**src/rtl/cflag_pkg.sv**
```systemverilog
package cflag_pkg;
   typedef enum logic {
      CLR_W1C    = 1'b0,
      CLR_ACCESS = 1'b1
   } clr_mode_e;

   typedef struct packed {
      logic      cmp_ie;
      logic      seq_ie;
      clr_mode_e mode;
   } ctl_t;

   localparam int CTL_W = 3;
endpackage

```
**src/rtl/cflag_ctl.sv**
```systemverilog
module cflag_ctl
   import cflag_pkg::*;
(
   input  logic             clk,
   input  logic             rst_n,
   input  logic             wr,
   input  logic [CTL_W-1:0] wdata,
   output ctl_t             ctl,
   output logic             abort
);
   ctl_t ctl_q;
   logic abort_q;

   always_ff @(posedge clk or negedge rst_n) begin
      if (!rst_n) begin
         ctl_q   <= '{cmp_ie: 1'b0, seq_ie: 1'b0, mode: CLR_W1C};
         abort_q <= 1'b0;
      end else begin
         abort_q <= wr;
         if (wr) ctl_q <= ctl_t'(wdata);
      end
   end

   assign ctl   = ctl_q;
   assign abort = abort_q;
endmodule

```
**src/rtl/cflag_cell.sv**
```systemverilog
module cflag_cell
   import cflag_pkg::*;
(
   input  logic      clk,
   input  logic      rst_n,
   input  clr_mode_e mode,
   input  logic      valid,
   input  logic      cmp_on,
   input  logic      match,
   input  logic      rd_hit,
   input  logic      wr_hit,
   input  logic      w1c,
   output logic      flag
);
   logic set_ev, clr_ev, flag_q;

   always_comb begin
      set_ev = valid && (!cmp_on || match);
      unique case (mode)
         CLR_ACCESS: clr_ev = cmp_on ? wr_hit : rd_hit;
         default:    clr_ev = w1c;
      endcase
   end

   always_ff @(posedge clk or negedge rst_n) begin
      if (!rst_n)      flag_q <= 1'b0;
      else if (set_ev) flag_q <= 1'b1;
      else if (clr_ev) flag_q <= 1'b0;
   end

   assign flag = flag_q;
endmodule

```
**src/rtl/cflag_seq.sv**
```systemverilog
module cflag_seq (
   input  logic clk,
   input  logic rst_n,
   input  logic done,
   input  logic clr,
   output logic flag
);
   logic flag_q;

   always_ff @(posedge clk or negedge rst_n) begin
      if (!rst_n)    flag_q <= 1'b0;
      else if (done) flag_q <= 1'b1;
      else if (clr)  flag_q <= 1'b0;
   end

   assign flag = flag_q;
endmodule

```
**src/rtl/cflag_ctrl.sv**
```systemverilog
module cflag_ctrl
   import cflag_pkg::*;
#(
   parameter int N_CH  = 8,
   parameter int IDX_W = (N_CH > 1) ? $clog2(N_CH) : 1
) (
   input  logic             clk,
   input  logic             rst_n,
   input  logic [N_CH-1:0]  res_valid,
   input  logic [N_CH-1:0]  cmp_en,
   input  logic [N_CH-1:0]  cmp_match,
   input  logic             res_rd,
   input  logic             res_wr,
   input  logic [IDX_W-1:0] res_idx,
   input  logic             flag_wr,
   input  logic [N_CH-1:0]  flag_wdata,
   input  logic             seq_done,
   input  logic             seq_clr,
   input  logic             ctl_wr,
   input  logic [2:0]       ctl_wdata,
   output logic [N_CH-1:0]  flags,
   output logic             seq_flag,
   output logic             seq_irq,
   output logic             cmp_irq,
   output logic             abort
);
   localparam int MIN_IDX = (N_CH > 1) ? $clog2(N_CH) : 1;

   if (N_CH < 1 || N_CH > 64) begin : g_bad_ch
      $error("cflag_ctrl: N_CH out of range");
   end
   if (IDX_W < MIN_IDX) begin : g_bad_idx
      $error("cflag_ctrl: IDX_W too narrow for N_CH");
   end

   ctl_t      ctl;
   clr_mode_e fast_mode;

   cflag_ctl u_ctl (
      .clk   (clk),
      .rst_n (rst_n),
      .wr    (ctl_wr),
      .wdata (ctl_wdata),
      .ctl   (ctl),
      .abort (abort)
   );

   assign fast_mode = ctl.mode;

   for (genvar n = 0; n < N_CH; n++) begin : g_ch
      localparam logic [IDX_W-1:0] CH = IDX_W'(n);
      logic hit;
      assign hit = (res_idx == CH);

      cflag_cell u_cell (
         .clk    (clk),
         .rst_n  (rst_n),
         .mode   (fast_mode),
         .valid  (res_valid[n]),
         .cmp_on (cmp_en[n]),
         .match  (cmp_match[n]),
         .rd_hit (res_rd && hit),
         .wr_hit (res_wr && hit),
         .w1c    (flag_wr && flag_wdata[n]),
         .flag   (flags[n])
      );
   end

   cflag_seq u_seq (
      .clk   (clk),
      .rst_n (rst_n),
      .done  (seq_done),
      .clr   (seq_clr),
      .flag  (seq_flag)
   );

   assign seq_irq = ctl.seq_ie && seq_flag;
   assign cmp_irq = ctl.cmp_ie && |(flags & cmp_en);
endmodule

```
**config.mk**
```make
export PLATFORM = sky130hd
export DESIGN_NAME = cflag_ctrl
export DESIGN_NICKNAME = d
export VERILOG_FILES = /design/src/rtl/cflag_pkg.sv /design/src/rtl/cflag_ctl.sv /design/src/rtl/cflag_cell.sv /design/src/rtl/cflag_seq.sv /design/src/rtl/cflag_ctrl.sv
export SDC_FILE = /design/constraint.sdc
export NUM_CORES = 1
export LEC_CHECK = 0
export ABC_AREA = 1
export CAP_MARGIN = 15
export CORE_ASPECT_RATIO = 1.2
export CORE_UTILIZATION = 37
export CTS_BUF_LIST = sky130_fd_sc_hd__clkbuf_4
export CTS_CLUSTER_DIAMETER = 100
export DETAILED_ROUTE_END_ITERATION = 16
export GPL_TIMING_DRIVEN = 0
export PLACE_DENSITY = 0.91
export REMOVE_ABC_BUFFERS = 1
export SLEW_MARGIN = 30
export SYNTH_ARGS = -nofsm -noshare
export SYNTH_HDL_FRONTEND = slang
export SYNTH_SLANG_ARGS = --single-unit
```
**constraint.sdc**
```tcl
create_clock -name clk -period 1.2 [get_ports clk]
set_input_delay 0.24 -clock clk [delete_from_list [all_inputs] [get_ports clk]]
set_output_delay 0.24 -clock clk [all_outputs]
set_load 0.01 [all_outputs]
```
==> flow_summary_export.csv, run 1 <==
group,metric,value,unit
yosys,synth.yosys.seq_area_share,0.364,
die,dieArea,2620,sq um
route,drc_errors,0,
clock_tree,clk_latency,0.28,ns
grt,grt_usage,0.219,
clock_tree,clockRootBuffer,"clkbuf_4",
setup_path,slowest_delay,0.39,ns
route,wl,2.60,mm
clock_tree,path_clk_slew,0.08,ns
power_and_ir_drop,p_switching,0.382,mW
yosys,yosysTopAreaCell,"dfrtp_1",
sta,tns,-0.161,ns
sta,finalCritPeriodShare,1.13,
finish,stdcell_count,229,
setup_path,worst_setup_path_end_kind,"primary output",
clock_tree,cts_tree,"built",
route,drt-wirelength-per-cell,11.3,um
finish,area_delta_synth_final,67.8,%
die,dieWidth,46.9,um
finish,final_cell_mix,"51 x nand2_1, 37 x clkdlybuf4s50_1, 23 x inv_1",
grt,grt_max_degree,14,
die,core,2280,sq um
setup_path,crit_type,"register to primary output",
clock_tree,cts_buffer_depth,2,
setup_path,crit_path_cell_trace,"nand2_1 -> nand2_1 -> nor2_2 -> a21oi_2 -> buf_2",
finish,final_util,0.657,
power_and_ir_drop,swShare,0.298,
yosys,synth_cells,139,
sta,worst_slew_pin_slew,0.618,ns
route,vias,1056,
route,vias_per_cell,4.61,
sta,rsz0062_at_grt,"true",
yosys,synth-seq-cells,13,
sta,hold_ws,0.338,ns
sta,setup_ws,-0.161,ns
grt,antenna_found_initial,0,
die,dieHeight,55.8,um
sta,drv_slew,0,
place,io_buffers,57,
power_and_ir_drop,p_int,0.901,mW
die,num_rows,19,
job,maxCapViolCount,0,
sta,post-route-min-period,1.36,ns
yosys,synth.distinct_cells,14,
grt,gr-total-overflow,0,
place,dp_hpwl,2.00,mm
power_and_ir_drop,seqPwrFrac,0.394,
power_and_ir_drop,combPwrFrac,0.367,
yosys,synth_area_leaders,"dfrtp_1 36%, nand2_1 21%, inv_1 9.7%, o21ai_0 9.5%, buf_4 7.6%",
hold_path,hold_path_class,"input port to async pin",
finish,layout.cells.most_common,"nand2_1",
place,dpl.cell_count,217,
clock_tree,cts_sinks,13,
power_and_ir_drop,power.share.clock,0.239,
setup_path,rr_startpoint,"u_ctl.ctl[0]",
status,violations,"setup timing",
power_and_ir_drop,vdd_ir_drop_max,0.721,mV
setup_path,startpoint,"g_ch[5].u_cell.flag",
yosys,syn_area_per_cell,6.43,sq um
power_and_ir_drop,p_per_area,856,nW/um^2
grt,grt_pass1_wl,4.19,mm
sta,max_slew_margin,0.587,
sta,report.final.hold_viol_count,0,
yosys,synth_top_area_frac,0.364,
setup_path,path_buf_inv,1,
grt,grt_pass1_vias,1117,
clock_tree,htree_levels,1,
setup_path,startpoint_type,"register",
route,postRouteAntennaNets,0,
sta,fmax,0.735,GHz
setup_path,critPathMostFrequentCell,"nand2_1",
setup_path,cp_top_family,"flip-flops",
clock_tree,numCtsBuffers,3,
route,drt_pass1_iterations,4,
power_and_ir_drop,p_leak,0.780,nW
setup_path,crit_fanout,2,
power_and_ir_drop,total_power,1.28,mW
setup_path,worst_ep_required_time,0.96,ns
finish,nNetsFinal,245,
sta,setup_violations,1,
finish,diodes,0,
finish,fill_cells,203,
setup_path,critical_path_arrival,1.12,ns
status,outcome,"finished with violations",
yosys,syn_area,893,sq um
yosys,yosys_warnings,0,
sta,fin_skew,0.000736,ns
die,io_pins,58,
setup_path,slowest_stage,"dfrtp_1",
finish,drive_gt1_frac,0.146,
die,initial_core_util,0.391,
route,drtIter0Drc,16,
place,place.gp.congestion,0.825,
kinds of logic (layout without fill, tap and decap cells):
| logic type | count (synthesis) | in the layout | synth area share |
|---|---|---|---|
| AND/OR/NAND/NOR | 63 | 63 | 0.270 |
| buffers and inverters | 34 | 93 | 0.182 |
| AO/OA/AOI/OAI | 28 | 28 | 0.171 |
| multiplexers | 1 | 1 | 0.0126 |
| flip-flops | 13 | 13 | 0.364 |
worst paths after layout:
path / endpoint / slack (ns) / depth (start not counted)
max reg2reg: g_ch[6].u_cell.flag / 0.26 / 4
max: cmp_irq / -0.16 / 5
max in group asynchronous: g_ch[4].u_cell.flag / 0.47 / 1
min: g_ch[1].u_cell.flag / 0.34 / 1
min in group clk: g_ch[4].u_cell.flag / 0.43 / 4
min reg2reg: u_ctl.ctl[1] / 0.52 / 1
sequential cells by signal, indices dropped and copies added, names as in the netlist:
register,flops
g_ch.u_cell.flag,8
u_ctl.abort,1
u_ctl.ctl,3
u_seq.flag,1
layout make-up:
type | count | area [sq um] | share of cell area
Timing Repair Buffer | 65 | 601 | 0.401
Inverter | 24 | 90.1 | 0.0601
Clock buffer | 4 | 30.0 | 0.0200
Sequential cell | 13 | 325 | 0.217
Tap cell | 31 | 38.8 | 0.0259
Multi-Input combinational cell | 92 | 414 | 0.276
cell usage after synthesis:
| master | instances |
|---|---|
| inv_2 | 1 |
| inv_1 | 23 |
| a31oi_1 | 8 |
| a21oi_1 | 1 |
| dfrtp_1 | 13 |
| nor2_1 | 10 |
| buf_4 | 9 |
| nand2_1 | 51 |
| nand2_2 | 2 |
| o21bai_1 | 1 |
| buf_2 | 1 |
| o21ai_0 | 17 |
| mux2_2 | 1 |
| o21ai_1 | 1 |
power groups by stage:
stage	Combinational (mW)	Clock (mW)	Sequential, mW
2_1_floorplan	0.139	0	0.534
3_3_place_gp	0.427	0	0.518
3_5_place_dp	0.439	0	0.522
4_1_cts	0.442	0.319	0.506
5_1_grt	0.520	0.333	0.512
6_report	0.471	0.306	0.506
through the flow:
step | area [sq um] | setup WS [ns]
after global routing | 1500 | -0.227
after detailed placement | 1430 | -0.677
final | 1500 | -0.161
after CTS | 1460 | -0.183
after floorplan | 821 | 0.197
after global placement | 1430 | -0.667
timing repair:
action                     4_1_cts  5_1_grt
gates cloned                     0        0
pin swaps                        0        6
setup endpoints to repair       12        8
gates resized for setup         49        9
hold buffers                     0        0
setup buffers                    8        2
layer usage:
| layer | routed length, um | part of all wire | up-vias | track usage |
|---|---|---|---|---|
| met5 | 0 | 0 | - | 0 |
| met4 | 23 | 0.0089 | 0 | 0.118 |
| met3 | 149 | 0.057 | 4 | 0.0455 |
| met2 | 1440 | 0.56 | 41 | 0.383 |
| met1 | 981 | 0.38 | 471 | 0.228 |
| li1 | - | - | 540 | - |
(Power assumes the default switching activity.)
==> run 2: changes to the inputs <==
--- a/config.mk
+++ b/config.mk
@@ -8,9 +8,10 @@
 export ABC_AREA = 1
 export CAP_MARGIN = 15
 export CORE_ASPECT_RATIO = 1.2
+export CORE_MARGIN = 1.5
 export CORE_UTILIZATION = 37
 export CTS_BUF_LIST = sky130_fd_sc_hd__clkbuf_4
-export CTS_CLUSTER_DIAMETER = 100
+export CTS_CLUSTER_DIAMETER = 50
 export DETAILED_ROUTE_END_ITERATION = 16
 export GPL_TIMING_DRIVEN = 0
 export PLACE_DENSITY = 0.91
==> flow_summary_export.csv, run 2 (same netlist as run 1, synthesis figures left out) <==
group,metric,value,unit
finish,fill_cells,222,
grt,grt_pass1_vias,1024,
sta,setup_violations,2,
sta,rsz0062_at_grt,"true",
sta,finalCritPeriodShare,1.13,
sta,fmax,0.738,GHz
die,initial_core_util,0.391,
clock_tree,cts_sinks,13,
die,dieArea,2720,sq um
finish,nNetsFinal,243,
sta,report.final.hold_viol_count,0,
sta,fin_skew,0.00272,ns
die,io_pins,58,
place,place_ws,-0.661,ns
setup_path,crit_fanout,3,
die,dieHeight,56.8,um
sta,worst_slew_pin_slew,0.616,ns
power_and_ir_drop,total_power,1.25,mW
clock_tree,cts_buffer_depth,2,
route,drc_errors,0,
hold_path,hold_path_class,"input port to async pin",
status,outcome,"finished with violations",
clock_tree,path_clk_slew,0.08,ns
route,drtIter0Drc,12,
clock_tree,cts_hold_buf,0,
route,drt-wirelength-per-cell,10.7,um
setup_path,worst_setup_path_end_kind,"primary output",
finish,layout.cells.most_common,"nand2_1",
sta,post-route-min-period,1.36,ns
setup_path,worstRegToRegCells,4,
finish,stdcell_count,227,
route,vias_per_cell,4.66,
finish,largest_reg_flops,8,
setup_path,crit_type,"register to primary output",
place,io_buffers,57,
clock_tree,htree_levels,1,
grt,gr-total-overflow,0,
finish,diodes,0,
power_and_ir_drop,vdd_ir_drop_max,0.880,mV
setup_path,critical_path_arrival,1.12,ns
route,vias,1057,
die,core,2280,sq um
setup_path,worst_ep_required_time,0.96,ns
clock_tree,clockRootBuffer,"clkbuf_4",
grt,grt_pass1_wl,3.86,mm
grt,grt_usage,0.192,
die,num_rows,19,
setup_path,r2r_end,"g_ch[1].u_cell.flag",
route,drt_pass1_iterations,4,
die,dieWidth,47.9,um
finish,final_util,0.656,
clock_tree,clk_latency,0.27,ns
place,dpl.cell_count,217,
sta,max_slew_margin,0.588,
route,wl,2.44,mm
setup_path,startpoint_type,"register",
grt,grt_max_degree,14,
job,maxCapViolCount,0,
grt,antenna_found_initial,0,
power_and_ir_drop,p_per_area,839,nW/um^2
setup_path,reg2reg_setup_slack,0.26,ns
finish,drive_gt1_frac,0.107,
status,violations,"setup timing",
place,dp_hpwl,1.97,mm
sta,drv_slew,0,
sta,hold_ws,0.344,ns
place,place.gp.congestion,0.790,
setup_path,rr_startpoint,"u_ctl.ctl[0]",
finish,final_cell_mix,"50 x nand2_1, 37 x clkdlybuf4s50_1, 22 x inv_1",
finish,area_delta_synth_final,67.5,%
clock_tree,numCtsBuffers,3,
clock_tree,cts_tree,"built",
power_and_ir_drop,p_leak,0.774,nW
sta,setup_ws,-0.155,ns
route,postRouteAntennaNets,0,
-- run 2: cell count changes in the layout (fill, tap and decap cells not counted), moves of 2 or more --
cell             before  now
nor2_1                8   10
nor2_2                2    0
buf_2                 4    2
buf_4                 8    4
clkdlybuf4s15_1       1    6
-- run 2: worst max-delay path by stage --
| stage | from | to | slack, ns | cells after the start |
|---|---|---|---|---|
| after floorplan | g_ch[6].u_cell.flag | cmp_irq | 0.20 | 4 |
| after detailed placement | cmp_en[6] | cmp_irq | -0.66 | 6 |
| after CTS | g_ch[7].u_cell.flag | cmp_irq | -0.17 | 5 |
| after global placement | cmp_en[4] | cmp_irq | -0.66 | 6 |
| after global routing | g_ch[5].u_cell.flag | cmp_irq | -0.23 | 5 |
| final | g_ch[1].u_cell.flag | cmp_irq | -0.16 | 5 |
-- run 2: report_power, final --
| group | switching, mW | leakage, nW | internal (mW) |
|---|---|---|---|
| Clock | 0.146 | 0.0184 | 0.151 |
| Combinational | 0.189 | 0.617 | 0.257 |
| Sequential | 0.0303 | 0.139 | 0.481 |
-- run 2: critical path: stages (launching register included) --
cell and delay, ns:
dfrtp_1 0.41, nand2_1 0.07, nand2_1 0.05, nor2_1 0.09
a21oi_1 0.07, buf_2 0.14
-- run 2: per-stage QoR --
step,TNS [ns],cell area [sq um]
2_1_floorplan,0,821
3_3_place_gp,-1.75,1430
3_5_place_dp,-1.93,1430
4_1_cts,-0.182,1460
5_1_grt,-0.266,1500
6_report,-0.163,1500
-- run 2: layout make-up --
cell class,count,area [sq um],share of cell area
Sequential cell,13,325,0.217
Tap cell,31,38.8,0.0259
Clock buffer,4,30.0,0.0201
Multi-Input combinational cell,92,413,0.276
Inverter,24,90.1,0.0602
Timing Repair Buffer,63,599,0.401
-- run 2: per-layer routing --
metal  vias to the layer above  global-route usage  share of wire
met4                         0              0.0386         0.0016
met3                         2              0.0354          0.060
li1                        538                   -              -
met5                         -                   0              0
met1                       478               0.207           0.39
met2                        39               0.360           0.55
-- run 2: timing repair --
action	4_1_cts	5_1_grt
hold endpoints to repair	0	0
setup buffers	4	3
endpoints found under the setup margin	12	6
gates resized for setup	38	9
pin swaps	0	3
